**src/rtl/ipl_pkg.sv**
```systemverilog
package ipl_pkg;
    localparam int unsigned AW      = 24;   // command-word address field width
    localparam int unsigned CW      = 16;   // command-word count field width
    localparam int unsigned OPW     = 8;    // opcode width
    localparam int unsigned WORD_W  = 64;   // status word and command word width
    localparam int unsigned BYTE_W  = 8;
    localparam int unsigned HDR_LEN = 24;   // header bytes read at boot
    localparam int unsigned PSW_LEN = WORD_W / BYTE_W;
    localparam int unsigned N_CCW   = 2;

    typedef enum logic [2:0] {
        S_IDLE, S_HDR, S_CMD, S_XFER, S_PSWRD, S_PSWWAIT, S_GO, S_FAULT
    } state_e;

    typedef struct packed {
        logic [OPW-1:0] op;
        logic [AW-1:0]  addr;
        logic           chain;
        logic [CW-1:0]  cnt;
    } ccw_t;
endpackage

```
**src/rtl/ipl_ccw_decode.sv**
```systemverilog
module ipl_ccw_decode
    import ipl_pkg::*;
#(
    parameter int unsigned CHAIN_BIT = 33
) (
    input  logic [WORD_W-1:0] raw_i,
    output ccw_t              ccw_o
);
    // big-endian bit numbering: field bit n sits at raw_i[WORD_W-1-n]
    localparam int unsigned CHAIN_POS = WORD_W - 1 - CHAIN_BIT;

    always_comb begin
        ccw_o.op    = raw_i[WORD_W-1 -: OPW];
        ccw_o.addr  = raw_i[WORD_W-OPW-1 -: AW];
        ccw_o.chain = raw_i[CHAIN_POS];
        ccw_o.cnt   = raw_i[CW-1:0];
    end
endmodule

```
**src/rtl/ipl_psw_asm.sv**
```systemverilog
module ipl_psw_asm #(
    parameter int unsigned W         = 64,
    parameter int unsigned BW        = 8,
    parameter int unsigned CLEAR_BIT = 15
) (
    input  logic          clk,
    input  logic          rst_n,
    input  logic          clr_i,
    input  logic          shift_i,
    input  logic [BW-1:0] byte_i,
    output logic [W-1:0]  word_o
);
    localparam int unsigned CLR_POS = W - 1 - CLEAR_BIT;
    localparam logic [W-1:0] KEEP_MASK = ~(W'(1) << CLR_POS);

    logic [W-1:0] word_d, word_q;

    always_comb begin
        word_d = word_q;
        if (clr_i)
            word_d = '0;
        else if (shift_i)
            word_d = {word_q[W-BW-1:0], byte_i};
    end

    always_ff @(posedge clk) begin
        if (!rst_n) word_q <= '0;
        else        word_q <= word_d;
    end

    assign word_o = word_q & KEEP_MASK;
endmodule

```
**src/rtl/ipl_seq.sv**
```systemverilog
module ipl_seq
    import ipl_pkg::*;
#(
    parameter logic [7:0] READ_OP = 8'h02
) (
    input  logic              clk,
    input  logic              rst_n,
    input  logic              load_req_i,
    input  logic              dev_valid_i,
    input  logic [7:0]        dev_data_i,
    input  logic              dev_eos_i,
    output logic              dev_ready_o,
    output logic              mem_we_o,
    output logic              mem_re_o,
    output logic [23:0]       mem_addr_o,
    output logic [7:0]        mem_wdata_o,
    input  logic [7:0]        mem_rdata_i,
    output logic              key_we_o,
    output logic [23:0]       key_addr_o,
    output logic [63:0]       psw_o,
    output logic              psw_load_o,
    output logic              busy_o,
    output logic              fault_o
);
    localparam int unsigned IDX_W    = $clog2(HDR_LEN);
    localparam int unsigned HBUF_W   = N_CCW * WORD_W;
    localparam logic [IDX_W-1:0] HDR_LAST = IDX_W'(HDR_LEN - 1);
    localparam logic [IDX_W-1:0] CCW_BASE = IDX_W'(PSW_LEN);
    localparam logic [IDX_W-1:0] PSW_LAST = IDX_W'(PSW_LEN - 1);

    typedef struct packed {
        state_e             st;
        logic [IDX_W-1:0]   idx;
        logic [CW-1:0]      cnt;
        logic [AW-1:0]      addr;
        logic               sel;
        logic [HBUF_W-1:0]  hdr;
        logic               rdv;
    } seq_t;

    seq_t d, q;
    ccw_t ccw [N_CCW];
    ccw_t cur;
    logic psw_clr;

    // one decoder per command word held in the header buffer
    for (genvar g = 0; g < N_CCW; g++) begin : g_dec
        ipl_ccw_decode u_dec (
            .raw_i (q.hdr[(N_CCW-g)*WORD_W-1 -: WORD_W]),
            .ccw_o (ccw[g])
        );
    end

    ipl_psw_asm #(.W(WORD_W), .BW(BYTE_W), .CLEAR_BIT(15)) u_psw (
        .clk     (clk),
        .rst_n   (rst_n),
        .clr_i   (psw_clr),
        .shift_i (q.rdv),
        .byte_i  (mem_rdata_i),
        .word_o  (psw_o)
    );

    always_comb begin
        d           = q;
        d.rdv       = 1'b0;
        cur         = q.sel ? ccw[1] : ccw[0];
        psw_clr     = 1'b0;
        dev_ready_o = 1'b0;
        mem_we_o    = 1'b0;
        mem_re_o    = 1'b0;
        mem_addr_o  = '0;
        mem_wdata_o = '0;
        key_we_o    = 1'b0;
        key_addr_o  = '0;
        psw_load_o  = 1'b0;

        unique case (q.st)
            S_IDLE: begin
                if (load_req_i) begin
                    d.st    = S_HDR;
                    d.idx   = '0;
                    d.sel   = 1'b0;
                    psw_clr = 1'b1;
                end
            end
            S_HDR: begin
                dev_ready_o = 1'b1;
                if (dev_valid_i) begin
                    mem_we_o    = 1'b1;
                    mem_addr_o  = AW'(q.idx);
                    mem_wdata_o = dev_data_i;
                    if (q.idx >= CCW_BASE)
                        d.hdr = {q.hdr[HBUF_W-BYTE_W-1:0], dev_data_i};
                    if (q.idx == HDR_LAST) d.st  = S_CMD;
                    else                   d.idx = q.idx + 1'b1;
                end else if (dev_eos_i) begin
                    d.st = S_FAULT;
                end
            end
            S_CMD: begin
                if (cur.op != READ_OP || cur.cnt == '0) begin
                    d.st = S_FAULT;
                end else begin
                    key_we_o   = 1'b1;
                    key_addr_o = cur.addr;
                    d.addr     = cur.addr;
                    d.cnt      = cur.cnt;
                    d.st       = S_XFER;
                end
            end
            S_XFER: begin
                dev_ready_o = 1'b1;
                if (dev_valid_i) begin
                    mem_we_o    = 1'b1;
                    mem_addr_o  = q.addr;
                    mem_wdata_o = dev_data_i;
                    d.addr      = q.addr + 1'b1;
                    d.cnt       = q.cnt - 1'b1;
                    if (q.cnt == CW'(1)) begin
                        if (!q.sel && cur.chain) begin
                            d.sel = 1'b1;
                            d.st  = S_CMD;
                        end else begin
                            d.idx = '0;
                            d.st  = S_PSWRD;
                        end
                    end
                end else if (dev_eos_i) begin
                    d.st = S_FAULT;
                end
            end
            S_PSWRD: begin
                mem_re_o   = 1'b1;
                mem_addr_o = AW'(q.idx);
                d.rdv      = 1'b1;
                if (q.idx == PSW_LAST) d.st  = S_PSWWAIT;
                else                   d.idx = q.idx + 1'b1;
            end
            S_PSWWAIT: d.st = S_GO;
            S_GO: begin
                psw_load_o = 1'b1;
                d.st       = S_IDLE;
            end
            S_FAULT: d.st = S_FAULT;
            default: d.st = S_FAULT;
        endcase

        busy_o  = (q.st != S_IDLE) && (q.st != S_FAULT);
        fault_o = (q.st == S_FAULT);
    end

    always_ff @(posedge clk) begin
        if (!rst_n) begin
            q <= '{st: S_IDLE, idx: '0, cnt: '0, addr: '0, sel: 1'b0,
                   hdr: '0, rdv: 1'b0};
        end else begin
            q <= d;
        end
    end
endmodule

```
**config.mk**
```make
export PLATFORM = sky130hd
export DESIGN_NAME = ipl_seq
export DESIGN_NICKNAME = d
export VERILOG_FILES = /design/src/rtl/ipl_pkg.sv /design/src/rtl/ipl_ccw_decode.sv /design/src/rtl/ipl_psw_asm.sv /design/src/rtl/ipl_seq.sv
export SDC_FILE = /design/constraint.sdc
export NUM_CORES = 1
export LEC_CHECK = 0
export CELL_PAD_IN_SITES_DETAIL_PLACEMENT = 0
export CELL_PAD_IN_SITES_GLOBAL_PLACEMENT = 1
export CORE_MARGIN = 3
export CORE_UTILIZATION = 51
export CTS_CLUSTER_DIAMETER = 80
export DETAILED_ROUTE_END_ITERATION = 7
export DONT_BUFFER_PORTS = 1
export PLACE_DENSITY = 0.92
export SLEW_MARGIN = 10
export SYNTH_ARGS = -nofsm -noshare
export SYNTH_HDL_FRONTEND = slang
export SYNTH_HIERARCHICAL = 1
export SYNTH_SLANG_ARGS = --single-unit
```
**constraint.sdc**
```tcl
create_clock -name clk -period 5.5 [get_ports clk]
set_input_delay 0.825 -clock clk [delete_from_list [all_inputs] [get_ports clk]]
set_output_delay 0.825 -clock clk [all_outputs]
set_load 0.02 [all_outputs]
```
==> results.ini <==
[run_status]
status=completed

[power_and_ir_drop]
swShare_pct=20.98
power_frac_comb_pct=1.8
internal_power_w=0.002828
p_seq_share_pct=49.1
ir_drop_mv=0.2361
p_sw_w=0.0007507
power.leakage_nw=3.775
p_per_area_mw_per_mm2=305.3
p_clk_share_pct=49.1

[setup_path]
reg2reg_slack_ps=2020
worst-path-max-fanout=65
r2r_start=q[129]
setup.worst_path.start_class=flip-flop
cp-end-kind=output pin
r2r_cells=9
crit_arrival_ps=3240
required_ps=4680
critPathKind=flip-flop to output pin
r2r_end=q[144]

[cts]
ctsResizeCount=0
worstSkewPairLatency_ps=510
cts_sinks=242
cts_tree=done
cts_hold_buf=0
clockBufferDepth=3
cts_max_level=1
cts_setup_buffers=0
cts_root_buf=clkbuf_16
cts_buffers=25
clk_pin_slew_ps=60

[floorplanning]
core_mm2=0.02298
rows=55
die_h_um=160.2
dieArea_mm2=0.02566
die_x_um=160.2
initial_core_util_pct=52.74
io_pins=148

[detailed_routing]
dr.pass1.iters=8
drt_iter0_markers=1060
drc=0
vias=9438
wl_per_cell_um=17.73
ant_nets=0
vias_per_cell=5.780
wl_um=28950

[sta]
skew_ps=9.812
fin_crit_sh_pct=73.99
worstMarginPinSlew_ps=1072
fin_tns_setup_ps=0
slew_viol_final=0
rsz0062_at_grt=no
period_needed_ps=4069
setup_viol=0
max_freq_ghz=0.2457
maxSlewHeadroom_pct=28.55
hold_viol=0

[hold_path]
worstHoldEndpoint=q[175]
hp-class=input pin to flip-flop
worstHoldStart=dev_valid_i
hold_path_depth=1

[grt]
gr-usage-all-layers_pct=21.25
grt_pass1_vias=8337
grt_pass1_wl_um=45740
grt_start_max_net_pins=129
grt_antenna_before_repair=0
grt_overflow=0

[yosys]
netlist_instances=1538
netlist_area_mm2=0.01212
ys_warn_count=6
syn_area_per_cell_um2=7.882
syn_nets=1564

[placed_design]
gp_congestion=0.8527
dp_hpwl_um=19310
place_area_mm2=0.01086
numPortBuffers=0

[layout]
n_fill_cell=2245
fin_area_mm2=0.01172
num-nets-final=1328
num_antenna_cells=0
area_growth_syn_to_layout_pct=-3.313
drive_above_1_share_pct=5.758

[run]
maxCapViolCount=0

## per-stage QoR
| step | worst slack (ps) | total power (W) | util, % | instances | hold slack [ps] |
|---|---|---|---|---|---|
| 2_1_floorplan | 2567 | 0.001856 | - | 1538 | 432.1 |
| 3_3_place_gp | 2039 | 0.001859 | 47.25 | 1588 | 435.4 |
| 3_5_place_dp | 1993 | 0.001859 | 47.25 | 1588 | 440.9 |
| 4_1_cts | 1440 | 0.003604 | 51.00 | 1633 | 400.8 |
| 5_1_grt | 1208 | 0.003681 | 51.00 | 1633 | 407.1 |
| 6_report | 1431 | 0.003579 | 51.00 | 1633 | 413.1 |
## worst max-delay path, stage by stage (launching register included)
cell     delay [ps]
dfxtp_2         500
buf_4           570
and3_1          250
a31oi_1          70
or4_4           790
nor2_1          510
## worst max path at each step
stage | endpoint | from
floorplan | key_addr_o[10] | q[57]
global placement | key_addr_o[0] | q[129]
detailed placement | key_addr_o[0] | q[129]
CTS | key_addr_o[0] | q[129]
global route | key_addr_o[0] | q[129]
finish | key_addr_o[0] | q[129]
## flip-flops by register name, indices dropped and copies added, names as in the netlist
| register | cells |
|---|---|
| q | 178 |
| u_psw/word_q | 64 |
## layout make-up
class	count	area, um2	share of cell area [%]
sequential	242	4850	41.38
inverter	14	55.05	0.4697
clock inverter	15	186.4	1.591
multi-input combinational	1009	5477	46.72
timing repair buffer	10	87.58	0.7472
clock buffer	30	674.4	5.754
tap	313	391.6	3.341
## power groups by stage
stage	Clock (W)	Sequential, W	Combinational [W]
global route	0.00186	0.00176	0.0000688
floorplan	0	0.00179	0.0000613
finish	0.00176	0.00176	0.0000631
CTS	0.00178	0.00176	0.0000628
detailed placement	0	0.00180	0.0000625
global placement	0	0.00180	0.0000626
## cells in the final DEF (no fill, tap or decap), types with 4 or more instances in the layout
| master | n |
|---|---|
| and3_1 | 35 |
| ha_1 | 5 |
| a22o_1 | 5 |
| dfxtp_1 | 240 |
| nand3_1 | 17 |
| o22ai_1 | 31 |
| bufinv_16 | 4 |
| a22oi_1 | 7 |
| o21ai_0 | 19 |
| buf_4 | 9 |
| nor2_1 | 145 |
| nor3_1 | 20 |
| a21oi_1 | 182 |
| mux2i_1 | 104 |
| nand2_1 | 326 |
| clkbuf_16 | 25 |
| nor4_1 | 16 |
| o32ai_2 | 6 |
| a31oi_1 | 21 |
| inv_1 | 12 |
| clkinv_2 | 7 |
| nand2b_1 | 5 |
| nand4_1 | 7 |
| nor4b_1 | 4 |
## routing by layer
| metal | global-route usage, % | up-vias | share of wire (%) |
|---|---|---|---|
| met1 | 30.05 | 4491 | 45 |
| met4 | 7.101 | 0 | 2.9 |
| met3 | 3.632 | 49 | 7.1 |
| li1 | - | 4597 | - |
| met5 | 0 | - | 0 |
| met2 | 32.95 | 301 | 45 |
No activity file was read; power rests on OpenSTA's default activity.
